===== config.mk =====
export PLATFORM = sky130hd
export DESIGN_NAME = dma_req_edge_ctrl
export DESIGN_NICKNAME = d
export VERILOG_FILES = /design/src/rtl/dma_req_pkg.sv /design/src/rtl/dma_req_sync.sv /design/src/rtl/dma_req_fsm.sv /design/src/rtl/dma_req_regs.sv /design/src/rtl/dma_req_edge_ctrl.sv
export SDC_FILE = /design/constraint.sdc
export NUM_CORES = 1
export LEC_CHECK = 0
export CORE_UTILIZATION = 45
export DETAILED_ROUTE_END_ITERATION = 16
export PLACE_DENSITY = 0.82
export SYNTH_ARGS = -nofsm -noshare
export SYNTH_HDL_FRONTEND = slang
export SYNTH_SLANG_ARGS = --single-unit
export TNS_END_PERCENT = 1

===== constraint.sdc =====
create_clock -name clk -period 1.7 [get_ports clk]
set_input_delay 0.425 -clock clk [delete_from_list [all_inputs] [get_ports clk]]
set_output_delay 0.425 -clock clk [all_outputs]
set_load 0.01 [all_outputs]

===== src/rtl/dma_req_pkg.sv =====
package dma_req_pkg;

  typedef enum logic [1:0] {
    ST_IDLE      = 2'd0,
    ST_WAIT_REQ  = 2'd1,
    ST_WAIT_XFER = 2'd2,
    ST_REQ_OFF   = 2'd3
  } act_state_e;

  localparam int BIT_EN     = 0;
  localparam int BIT_IRQ_EN = 1;
  localparam int BIT_FLAG   = 2;
  localparam int PIN_LSB    = 3;
  localparam int PIN_W      = 3;
  localparam int MODE_LSB   = PIN_LSB + PIN_W;
  localparam int MODE_W     = 2;
  localparam int CTRL_W     = MODE_LSB + MODE_W;

endpackage


===== src/rtl/dma_req_sync.sv =====
module dma_req_sync #(
  parameter int STAGES    = 2,
  parameter bit RESET_VAL = 1'b1
) (
  input  logic clk,
  input  logic rst_n,
  input  logic din,
  output logic dout
);

  logic [STAGES-1:0] chain_q;
  logic [STAGES-1:0] chain_d;

  generate
    if (STAGES == 1) begin : g_single
      always_comb chain_d = din;
    end else begin : g_multi
      always_comb chain_d = {chain_q[STAGES-2:0], din};
    end
  endgenerate

  always_ff @(posedge clk or negedge rst_n) begin
    if (!rst_n) chain_q <= {STAGES{RESET_VAL}};
    else        chain_q <= chain_d;
  end

  assign dout = chain_q[STAGES-1];

endmodule


===== src/rtl/dma_req_fsm.sv =====
module dma_req_fsm
  import dma_req_pkg::*;
(
  input  logic clk,
  input  logic rst_n,
  input  logic chan_en,
  input  logic req_n_s,
  input  logic xfer_ready,
  output logic act_pulse
);

  act_state_e state_q, state_d;
  logic       act_q, act_d;

  always_comb begin
    state_d = state_q;
    act_d   = 1'b0;
    if (!chan_en) begin
      state_d = ST_IDLE;
    end else begin
      case (state_q)
        ST_IDLE:      state_d = ST_WAIT_REQ;
        ST_WAIT_REQ:  if (!req_n_s) state_d = ST_WAIT_XFER;
        ST_WAIT_XFER: if (xfer_ready) begin
                        state_d = ST_REQ_OFF;
                        act_d   = 1'b1;
                      end
        ST_REQ_OFF:   if (req_n_s) state_d = ST_WAIT_REQ;
        default:      state_d = ST_IDLE;
      endcase
    end
  end

  always_ff @(posedge clk or negedge rst_n) begin
    if (!rst_n) begin
      state_q <= ST_IDLE;
      act_q   <= 1'b0;
    end else begin
      state_q <= state_d;
      act_q   <= act_d;
    end
  end

  assign act_pulse = act_q;


  act_single_chk: assert property (@(posedge clk) disable iff (!rst_n)
    act_pulse |=> !act_pulse);


  act_from_wait_chk: assert property (@(posedge clk) disable iff (!rst_n)
    act_pulse |-> (state_q == ST_REQ_OFF));


  enable_entry_chk: assert property (@(posedge clk) disable iff (!rst_n)
    $rose(chan_en) |=> (state_q == ST_WAIT_REQ));


  rearm_high_chk: assert property (@(posedge clk) disable iff (!rst_n)
    (state_q == ST_REQ_OFF && !req_n_s) |=> (state_q == ST_REQ_OFF || state_q == ST_IDLE));


  disabled_quiet_chk: assert property (@(posedge clk) disable iff (!rst_n)
    (!chan_en && !$past(chan_en)) |-> !act_pulse);

endmodule


===== src/rtl/dma_req_regs.sv =====
module dma_req_regs
  import dma_req_pkg::*;
#(
  parameter int ADDR_W = 1,
  parameter int DATA_W = 8
) (
  input  logic              clk,
  input  logic              rst_n,
  input  logic              wr_en,
  input  logic [ADDR_W-1:0] wr_addr,
  input  logic [DATA_W-1:0] wr_data,
  input  logic [ADDR_W-1:0] rd_addr,
  input  logic              xfer_done,
  output logic [DATA_W-1:0] rd_data,
  output logic              chan_en,
  output logic              irq_out,
  output logic [PIN_W-1:0]  pin_en,
  output logic              clk_stop
);

  localparam logic [ADDR_W-1:0] CTRL_ADDR = '0;
  localparam logic [ADDR_W-1:0] STOP_ADDR = ADDR_W'(1);

  logic              en_q, en_d;
  logic              irqen_q, irqen_d;
  logic              flag_q, flag_d;
  logic              stop_q, stop_d;
  logic [PIN_W-1:0]  pin_q, pin_d;
  logic [MODE_W-1:0] mode_q, mode_d;
  logic              ctrl_wr, stop_wr, irq_pend;

  assign irq_pend = flag_q & irqen_q;
  assign ctrl_wr  = wr_en && (wr_addr == CTRL_ADDR) && !stop_q;
  assign stop_wr  = wr_en && (wr_addr == STOP_ADDR);

  always_comb begin
    en_d    = en_q;
    irqen_d = irqen_q;
    flag_d  = flag_q;
    pin_d   = pin_q;
    mode_d  = mode_q;
    if (ctrl_wr) begin
      if (en_q) begin
        en_d = wr_data[BIT_EN];
      end else begin
        en_d    = wr_data[BIT_EN];
        irqen_d = wr_data[BIT_IRQ_EN];
        pin_d   = wr_data[PIN_LSB +: PIN_W];
        mode_d  = wr_data[MODE_LSB +: MODE_W];
      end
      if (!wr_data[BIT_FLAG]) flag_d = 1'b0;
    end
    if (xfer_done && irqen_q && !stop_q) flag_d = 1'b1;
  end

  always_comb begin
    stop_d = stop_q;
    if (stop_wr) begin
      if (!wr_data[0])               stop_d = 1'b0;
      else if (!en_q && !irq_pend)   stop_d = 1'b1;
    end
  end

  always_ff @(posedge clk or negedge rst_n) begin
    if (!rst_n) begin
      en_q    <= 1'b0;
      irqen_q <= 1'b0;
      flag_q  <= 1'b0;
      pin_q   <= '0;
      mode_q  <= '0;
      stop_q  <= 1'b0;
    end else begin
      en_q    <= en_d;
      irqen_q <= irqen_d;
      flag_q  <= flag_d;
      pin_q   <= pin_d;
      mode_q  <= mode_d;
      stop_q  <= stop_d;
    end
  end

  always_comb begin
    rd_data = '0;
    if (rd_addr == CTRL_ADDR && !stop_q) begin
      rd_data[BIT_EN]                = en_q;
      rd_data[BIT_IRQ_EN]            = irqen_q;
      rd_data[BIT_FLAG]              = flag_q;
      rd_data[PIN_LSB +: PIN_W]      = pin_q;
      rd_data[MODE_LSB +: MODE_W]    = mode_q;
    end else if (rd_addr == STOP_ADDR) begin
      rd_data[0] = stop_q;
    end
  end

  assign chan_en  = en_q;
  assign irq_out  = irq_pend;
  assign pin_en   = pin_q;
  assign clk_stop = stop_q;


  stop_refused_chk: assert property (@(posedge clk) disable iff (!rst_n)
    $rose(stop_q) |-> $past(!en_q && !irq_pend));


  cfg_locked_chk: assert property (@(posedge clk) disable iff (!rst_n)
    $past(en_q) |-> ($stable(mode_q) && $stable(pin_q) && $stable(irqen_q)));


  stop_hold_chk: assert property (@(posedge clk) disable iff (!rst_n)
    $past(stop_q) |-> ($stable(pin_q) && $stable(en_q)));


  irq_set_chk: assert property (@(posedge clk) disable iff (!rst_n)
    (xfer_done && irqen_q && !stop_q) |=> flag_q);

endmodule


===== src/rtl/dma_req_edge_ctrl.sv =====
module dma_req_edge_ctrl
  import dma_req_pkg::*;
#(
  parameter int ADDR_W      = 1,
  parameter int DATA_W      = 8,
  parameter int SYNC_STAGES = 2
) (
  input  logic              clk,
  input  logic              rst_n,
  input  logic              req_n_pin,
  input  logic              xfer_ready,
  input  logic              xfer_done,
  input  logic              wr_en,
  input  logic [ADDR_W-1:0] wr_addr,
  input  logic [DATA_W-1:0] wr_data,
  input  logic [ADDR_W-1:0] rd_addr,
  output logic [DATA_W-1:0] rd_data,
  output logic              act_pulse,
  output logic              irq_out,
  output logic [PIN_W-1:0]  pin_en,
  output logic              clk_stop
);

  logic [1:0] rst_sync_q;
  logic       rst_n_int;
  logic       req_n_s;
  logic       chan_en;

  always_ff @(posedge clk or negedge rst_n) begin
    if (!rst_n) rst_sync_q <= 2'b00;
    else        rst_sync_q <= {rst_sync_q[0], 1'b1};
  end
  assign rst_n_int = rst_sync_q[1];

  dma_req_sync #(.STAGES(SYNC_STAGES), .RESET_VAL(1'b1)) u_pin_sync (
    .clk  (clk),
    .rst_n(rst_n_int),
    .din  (req_n_pin),
    .dout (req_n_s)
  );

  dma_req_regs #(.ADDR_W(ADDR_W), .DATA_W(DATA_W)) u_regs (
    .clk      (clk),
    .rst_n    (rst_n_int),
    .wr_en    (wr_en),
    .wr_addr  (wr_addr),
    .wr_data  (wr_data),
    .rd_addr  (rd_addr),
    .xfer_done(xfer_done),
    .rd_data  (rd_data),
    .chan_en  (chan_en),
    .irq_out  (irq_out),
    .pin_en   (pin_en),
    .clk_stop (clk_stop)
  );

  dma_req_fsm u_fsm (
    .clk       (clk),
    .rst_n     (rst_n_int),
    .chan_en   (chan_en),
    .req_n_s   (req_n_s),
    .xfer_ready(xfer_ready),
    .act_pulse (act_pulse)
  );

endmodule


==> flow_summary.yaml, run 1 <==
synth:
  yosysWarnings: 0
  ys_types: 19
  syn-num-nets: 81
  synth_mux_area_share_pct: 17.18
  synthCells: 61
  synth-simple-area-share_pct: 17.68
  syn_area_per_cell_um2: 12.53
  synth.yosys.seq_area_share_pct: 52.70
  ys_ff_latch: 16
  synth_xor_area_share_pct: 0
  syn_area_um2: 764.5
  synthAdderAreaFrac_pct: 6.547
  synth_top_family_by_area: "simple AND/OR/NAND/NOR gates"
  synth_compound_area_share_pct: 3.273
setup_path:
  slowest_stage: "clkdlybuf4s50_1"
  critPathCapture: "pin_en[1]"
  crit_cells: 1
  rr_startpoint: "u_regs.clk_stop"
  worstPathCellList: "clkdlybuf4s50_1"
  crit_start: "u_regs.pin_en[1]"
  worstSetupEndpointType: "output pin"
  slowest_delay_ns: 0.55
  startpoint_type: "register"
  cp_num_buf_inv: 1
  r2r_cells: 4
  critical-path-top-delay-family: "buffers and inverters"
  worstPathArrival_ns: 1.22
  path_max_fanout: 3
  critPathRequiredTime_ns: 1.27
  path_class: "register to output pin"
  reg2reg_to: "u_regs.pin_en[0]"
  reg2reg_slack_ns: 0.11
pwr:
  power_frac_comb_pct: 46.0
  finalPower_mw: 1.622
  vdd_drop_max_uv: 921.8
  leakage_nw: 0.5352
  seqPwrFrac_pct: 38.7
  intPower_mw: 1.076
  switching_share_pct: 33.69
  switchingPower_mw: 0.5464
  power.density_nw_per_um2: 1481
  clkPwrFrac_pct: 15.3
clocking:
  cts_tree: "built"
  post_cts_buffers: 0
  cts_buffers: 3
  cts_root_buf: "clkbuf_4"
  clkLatencyLatePin_ns: 0.28
  htree_levels: 1
  clkTransAtPathRegs_ns: 0.10
  cts.sinks: 16
  clockBufferDepth: 2
  postCtsHoldBufs: 0
cells_and_area:
  final_nets: 118
  antennaDiodeCount: 0
  final_common_cell: "clkdlybuf4s50_1"
  final-seq-area_um2: 402.9
  drive_gt1_share_pct: 29.90
  layout_common_cells: "18 x clkdlybuf4s50_1, 14 x dfrtp_1, 8 x and2_1, 8 x buf_2, 7 x nand2_1"
  syn_to_final_growth_pct: 43.21
  multi_input_area_um2: 347.8
  fin_area_um2: 1095
  fillCellCount: 122
grt:
  grt_max_degree: 15
  overflow: 0
  antenna_found_initial: 0
  grtUsageTotal_pct: 20.02
  grt_pass1_wl_um: 2725
  grt_pass1_vias: 615
timing:
  finalHoldViolations: 0
  final.period_utilization_pct: 96.76
  setup_slack_ns: 0.05501
  fin_skew_ns: 0.007088
  tightest_slew_ns: 0.5612
  hold_ws_ns: 0.2271
  setup_viol: 0
  final-max-slew-violation-count: 0
  max-slew-margin-rel_pct: 62.58
  min_period_ns: 1.645
  max_freq_mhz: 607.9
  rsz0062_at_grt: "false"
drt:
  drc_errors: 0
  drtIter0Drc: 1
  drt-total-wl_um: 1596
  wire_per_inst_um: 14.12
  drt-met1-wl_um: 633
  wl_met3_um: 56
  via_count: 566
  met2_length_um: 889
  routed.top_layer: "met4"
  via_per_inst: 5.009
  drt-pass1-iter-count: 4
  ant_nets: 0
die:
  ios: 30
  core_um2: 1541
  die_w_um: 43.22
  initial_core_util_pct: 49.59
  die_h_um: 43.22
  dieArea_um2: 1868
  core.rowCount: 14
worst_hold_path:
  min-delay-path-class: "register to asynchronous set/reset pin"
placed_design:
  dp_hpwl_um: 1286
  place.gp.congestion: 0.7269
  placed_area_um2: 1100
  pre_cts_ws_ns: -0.5349
  numPortBuffers: 29
outcome:
  run_status: "complete, no violations"
flow_run:
  cap_violations: 0
## power groups by stage
stage | Clock, mW | Sequential (mW) | Combinational [mW]
after floorplan | 0 | 0.629 | 0.414
after global placement | 0 | 0.629 | 0.796
after detailed placement | 0 | 0.634 | 0.832
after CTS | 0.258 | 0.629 | 0.758
after global routing | 0.276 | 0.648 | 0.817
final | 0.248 | 0.628 | 0.745
## synth_stat cells
master    count  area, µm²
nand2_1       7      26.28
mux2_2        1      11.26
nor3_1        1      5.000
ha_1          4      50.05
dfstp_2       2      52.55
dfrtp_1      14      350.3
mux2i_1       3      30.03
o21ai_0       3      15.01
clkbuf_2      1      5.000
o22a_2        1      10.01
and3_1        1      6.260
or3b_4        1      11.26
inv_1         3      11.26
nand2b_1      2      12.51
mux2_4        6      90.09
nor2_8        1      20.02
nor2_1        1      3.750
and2_1        8      50.05
conb_1        1      3.750
## metrics by stage
| step | cells | util, % | setup TNS [ns] |
|---|---|---|---|
| 2_1_floorplan | 61 | - | 0 |
| 3_3_place_gp | 109 | 71.35 | -5.103 |
| 3_5_place_dp | 109 | 71.35 | -5.922 |
| 4_1_cts | 113 | 70.86 | 0 |
| 5_1_grt | 113 | 71.02 | 0 |
| 6_report | 113 | 71.02 | 0 |
## cell type report
cell class	count	share of cell area [%]
sequential	16	36.80
multi-input combinational	41	31.77
timing repair buffer	33	25.26
clock buffer	4	3.314
tap	16	1.829
inverter	3	1.029
## cells by family (layout without fill, tap and decap cells)
family	Yosys count	count (layout)
simple gates	22	22
other cells	1	1
buf+inv	4	40
mux	10	10
flops	16	16
fa+ha+maj	4	4
compound gates	4	4
## routing by layer
metal,track usage (%),vias up
met3,4.681,2
met4,6.667,0
met5,0,-
met1,24.45,278
li1,-,271
met2,34.33,15
## worst min path at each step
stage / start / to / slack [ns] / cells past startpoint
final: rst_sync_q[1] / u_regs.clk_stop / 0.23 / 0
after global routing: rst_n / rst_sync_q[1] / 0.28 / 1
after CTS: rst_sync_q[1] / u_regs.pin_en[1] / 0.25 / 0
after detailed placement: rst_sync_q[1] / u_regs.pin_en[0] / 0.26 / 0
after global placement: rst_sync_q[1] / u_regs.pin_en[0] / 0.24 / 0
after floorplan: rst_n / rst_sync_q[0] / 0.13 / 0
## registers in the layout, summed over array words and instances (netlist names)
register	cells
rst_sync_q	2
u_regs.pin_en	3
u_regs.irqen_q	1
u_regs.mode_q	2
u_regs.clk_stop	1
u_pin_sync.chain_q	2
u_fsm.state_q	2
u_regs.flag_q	1
u_fsm.act_pulse	1
u_regs.chan_en	1
## repair_timing
item,CTS,global route
endpoints found under the setup margin,10,2
resized for setup,35,1
hold endpoints to repair,0,0
gates cloned,0,0
pin swaps,1,0
Note: power is estimated with default switching activity, not from simulation.
==> run 2: changes to the inputs <==
--- a/config.mk
+++ b/config.mk
@@ -5,9 +5,9 @@
 export SDC_FILE = /design/constraint.sdc
 export NUM_CORES = 1
 export LEC_CHECK = 0
-export CORE_UTILIZATION = 45
+export CORE_UTILIZATION = 37
 export DETAILED_ROUTE_END_ITERATION = 16
-export PLACE_DENSITY = 0.82
+export PLACE_DENSITY = 0.72
 export SYNTH_ARGS = -nofsm -noshare
 export SYNTH_HDL_FRONTEND = slang
 export SYNTH_SLANG_ARGS = --single-unit
==> constraint.sdc (replaced) <==
create_clock -name clk -period 1.5 [get_ports clk]
set_input_delay 0.375 -clock clk [delete_from_list [all_inputs] [get_ports clk]]
set_output_delay 0.375 -clock clk [all_outputs]
set_load 0.01 [all_outputs]
==> run 2 against run 1 <==
The flow now finishes with violations (negative setup slack). Global-route usage decreased by 5.4 points. Die area is 21% higher. Largest power group unchanged. Via count rose by 2.3%. Clock skew fell by 0.0030 ns. Non-clock buffer count rose by 4. Combinational power up 18%. Highest routed layer unchanged. Hold slack got worse by 0.0033 ns.
==> flow_summary.yaml, run 2 (synthesis gave the netlist of run 1 again) <==
die:
  dieArea_um2: 2252
  die_w_um: 47.46
  die_h_um: 47.46
  ios: 30
  initial_core_util_pct: 39.37
  core_um2: 1942
  core.rowCount: 16
placed_design:
  dp_cells: 122
  placed_area_um2: 1129
  numPortBuffers: 29
  dp_hpwl_um: 1098
  place.gp.congestion: 0.7394
  pre_cts_ws_ns: -0.5659
setup_path:
  path_max_fanout: 6
  worstSetupEndpointType: "register"
  critPathRequiredTime_ns: 1.68
  worstPathArrival_ns: 1.74
  path_class: "register to register"
  startpoint_type: "register"
drt:
  drtIter0Drc: 5
  ant_nets: 0
  via_per_inst: 4.523
  drt-total-wl_um: 1414
  wire_per_inst_um: 11.05
  drc_errors: 0
  drt-pass1-iter-count: 4
  via_count: 579
grt:
  grtUsageTotal_pct: 14.65
  grt_use_met1_pct: 21.05
  grt_pass1_vias: 514
  grtUsageMet2_pct: 20.82
  grt_pass1_wl_um: 2214
  antenna_found_initial: 0
  grt_max_degree: 15
  overflow: 0
  use_met3_pct: 3.396
  busiest_layer: "met1"
clocking:
  cts_root_buf: "clkbuf_4"
  clockBufferDepth: 2
  clkLatencyLatePin_ns: 0.29
  cts_tree: "built"
  cts.sinks: 16
  clkTransAtPathRegs_ns: 0.10
  cts_buffers: 3
  htree_levels: 1
timing:
  max-slew-margin-rel_pct: 63.54
  max_freq_mhz: 638.8
  final-max-slew-violation-count: 0
  setup_viol: 14
  finalHoldViolations: 0
  min_period_ns: 1.565
  tightest_slew_ns: 0.5469
  setup_slack_ns: -0.06537
  fin_skew_ns: 0.004115
  tns_ns: -0.7065
  rsz0062_at_grt: "true"
  final.period_utilization_pct: 104.4
outcome:
  violations: "negative setup slack"
  run_status: "finished with violations"
cells_and_area:
  instances_no_fill: 128
  syn_to_final_growth_pct: 47.46
  drive_gt1_share_pct: 32.67
  layout_common_cells: "14 x dfrtp_1, 13 x clkdlybuf4s50_1, 8 x and2_1, 8 x buf_2, 8 x buf_4"
  antennaDiodeCount: 0
  fin_area_um2: 1127
  final_nets: 122
  final_common_cell: "dfrtp_1"
  largest_reg_flops: 3
pwr:
  leakage_nw: 0.5625
  vdd_drop_max_uv: 906.3
  power.density_nw_per_um2: 1647
  finalPower_mw: 1.857
flow_run:
  cap_violations: 0
worst_hold_path:
  min-delay-path-class: "register to asynchronous set/reset pin"
[run 2: path summary, 6_finish.rpt]
| path | startpoint | to | slack [ns] | cells after the start |
|---|---|---|---|---|
| min in group clk | rst_sync_q[0] | rst_sync_q[1] | 0.36 | 0 |
| setup / recovery | u_regs.clk_stop | u_regs.mode_q[0] | -0.07 | 4 |
| hold reg to reg | rst_sync_q[1] | u_regs.mode_q[1] | 0.22 | 0 |
| hold / removal | rst_sync_q[1] | u_regs.mode_q[1] | 0.22 | 0 |
| setup reg to reg | u_regs.clk_stop | u_regs.mode_q[0] | -0.07 | 4 |
| max in group asynchronous | rst_sync_q[1] | u_pin_sync.chain_q[1] | 0.91 | 0 |
[run 2: worst max-delay path: stages, from the launching register on]
cell	delay (ns)
dfrtp_1	0.40
buf_4	0.16
or3b_4	0.41
nor2_8	0.18
mux2_4	0.31
[run 2: stage by stage]
step / util [%] / hold WS, ns
floorplan: - / 0.07941
global placement: 58.12 / 0.2387
detailed placement: 58.12 / 0.2574
CTS: 58.25 / 0.2326
global route: 58.05 / 0.2256
finish: 58.05 / 0.2238
[run 2: repair_timing]
action                                  4_1_cts  5_1_grt
setup buffers                                 2        0
endpoints found under the setup margin       22       18
hold buffers                                  0        0
cloned                                        0        0
pin swaps                                     2        0
gates resized for setup                      41        4
[run 2: layout make-up]
class | count | area (µm²)
clock buffers | 4 | 36.28
fillers | 189 | 814.5
inverters | 3 | 11.26
multi-input cells | 41 | 345.3
flip-flops and latches | 16 | 402.9
well taps | 27 | 33.78
repair buffers | 37 | 297.8
[run 2: power breakdown]
group | switching [mW] | total, mW | internal, mW
clock network | 0.139 | 0.286 | 0.148
registers | 0.105 | 0.689 | 0.584
logic | 0.367 | 0.882 | 0.515
total | 0.610 | 1.86 | 1.25
[run 2: per-layer routing]
layer / part of all wire, % / vias up / wire, µm
met3: 5.3 / 2 / 75
met4: 1.3 / 0 / 18
met1: 45 / 273 / 637
met5: 0 / - / 0
li1: - / 281 / -
met2: 48 / 23 / 682
==> run 3: changes to the inputs <==
--- a/config.mk
+++ b/config.mk
@@ -7,7 +7,7 @@
 export LEC_CHECK = 0
 export CORE_UTILIZATION = 37
 export DETAILED_ROUTE_END_ITERATION = 16
-export PLACE_DENSITY = 0.72
+export PLACE_DENSITY_LB_ADDON = 0.1
 export SYNTH_ARGS = -nofsm -noshare
 export SYNTH_HDL_FRONTEND = slang
 export SYNTH_SLANG_ARGS = --single-unit
==> run 3 against run 2 <==
The run still ends with negative setup slack left. Maximum frequency is 0.76% lower. Cell area shrank 1.7%. First-iteration DRC count decreased by 60%. Die area stayed put. Utilization down 0.97 points. Final cell count shrank 1.6%. Critical path depth is the same. Via count shrank 4.8%. Power is 3.7% lower. Wire length up 3.8%.
==> flow_summary.yaml, run 3 (synthesis gave the netlist of run 1 again) <==
drt:
  drtIter0Drc: 2
  routed.top_layer: "met4"
  wl_met3_um: 65
  wire_per_inst_um: 11.65
  drt-met1-wl_um: 606
  via_count: 551
  via_per_inst: 4.373
  drt-total-wl_um: 1468
  met2_length_um: 775
  drc_errors: 0
  drt-pass1-iter-count: 4
  ant_nets: 0
grt:
  overflow: 0
  grt_pass1_wl_um: 2304
  grt_pass1_vias: 512
  grt_max_degree: 15
  antenna_found_initial: 0
  grtUsageTotal_pct: 15.74
setup_path:
  path_max_fanout: 8
  worstPathArrival_ns: 1.20
  worstSetupEndpointType: "output pin"
  path_class: "register to output pin"
  r2r_cells: 4
  startpoint_type: "register"
  critPathRequiredTime_ns: 1.12
cells_and_area:
  final_nets: 120
  largest_reg_flops: 3
  antennaDiodeCount: 0
  final_common_cell: "dfrtp_1"
  syn_to_final_growth_pct: 45.01
  layout_common_cells: "14 x dfrtp_1, 12 x clkdlybuf4s50_1, 8 x and2_1, 8 x buf_2"
  drive_gt1_share_pct: 31.31
  fin_util_pct: 57.09
  fin_area_um2: 1109
  fillCellCount: 191
placed_design:
  dp_hpwl_um: 1129
  numPortBuffers: 29
  place.gp.congestion: 0.6493
  pre_cts_ws_ns: -0.5604
  placed_area_um2: 1121
die:
  die_w_um: 47.46
  core.rowCount: 16
  initial_core_util_pct: 39.37
  core_um2: 1942
  dieArea_um2: 2252
  die_h_um: 47.46
  ios: 30
clocking:
  clkTransAtPathRegs_ns: 0.10
  clkLatencyLatePin_ns: 0.29
  cts.sinks: 16
  htree_levels: 1
  clockBufferDepth: 2
  cts_buffers: 3
  cts_root_buf: "clkbuf_4"
  cts_tree: "built"
outcome:
  run_status: "finished with violations"
  violations: "negative setup slack"
timing:
  tightest_slew_ns: 0.5606
  final-max-slew-violation-count: 0
  hold_ws_ns: 0.2205
  min_period_ns: 1.577
  final.period_utilization_pct: 105.2
  max_freq_mhz: 633.9
  setup_viol: 14
  setup_slack_ns: -0.07742
  max-slew-margin-rel_pct: 62.62
  fin_skew_ns: 0.01056
  finalHoldViolations: 0
  rsz0062_at_grt: "true"
  tns_ns: -0.9150
flow_run:
  cap_violations: 0
pwr:
  vdd_drop_max_uv: 962.0
  leakage_nw: 0.5491
  power.density_nw_per_um2: 1614
worst_hold_path:
  min-delay-path-class: "register to asynchronous set/reset pin"
[run 3: final timing paths]
| path | from | end | slack (ns) |
|---|---|---|---|
| setup reg to reg | u_regs.clk_stop | u_regs.mode_q[0] | -0.06 |
| setup / recovery | u_regs.clk_stop | rd_data[1] | -0.08 |
| max in group asynchronous | rst_sync_q[1] | u_pin_sync.chain_q[1] | 0.90 |
| hold / removal | rst_sync_q[1] | u_fsm.state_q[0] | 0.22 |
| hold reg to reg | rst_sync_q[1] | u_fsm.state_q[0] | 0.22 |
| min in group clk | rst_sync_q[0] | rst_sync_q[1] | 0.36 |
[run 3: repair_timing]
| item | CTS | global route |
|---|---|---|
| setup endpoints to repair | 21 | 18 |
| gates cloned | 0 | 0 |
| hold buffers | 0 | 0 |
| resized for setup | 44 | 3 |
| pin swaps | 10 | 3 |
| hold endpoints to repair | 0 | 0 |
| setup buffers | 2 | 0 |
[run 3: area by class of cell]
type                    instances  area [µm²]  area share (%)
flip-flops and latches         16       402.9           36.34
multi-input cells              41       352.8           31.83
repair buffers                 35       281.5           25.40
well taps                      27       33.78           3.047
clock buffers                   4       26.28           2.370
inverters                       3       11.26           1.016
[run 3: report_power, final]
group / leakage [nW] / switching [mW] / internal [mW] / total, mW
Combinational: 0.344 / 0.364 / 0.492 / 0.856
Sequential: 0.191 / 0.111 / 0.584 / 0.695
Clock: 0.0150 / 0.135 / 0.103 / 0.238
[run 3: worst max-delay path, stage by stage (launching register included)]
cell and delay [ns]:
dfrtp_1 0.39, buf_4 0.14, nor2_4 0.13, and2_1 0.13, buf_2 0.12
[run 3: layer usage]
metal / vias up / global-route usage [%]
met1: 261 / 18.89
met2: 15 / 25.48
li1: 273 / -
met5: - / 0
met4: 0 / 8.571
met3: 2 / 4.528
[run 3: per-stage QoR]
step | power (mW) | instances
global placement | 1.634 | 121
finish | 1.789 | 126
CTS | 1.826 | 126
global route | 1.940 | 126
detailed placement | 1.658 | 121
floorplan | 1.182 | 61
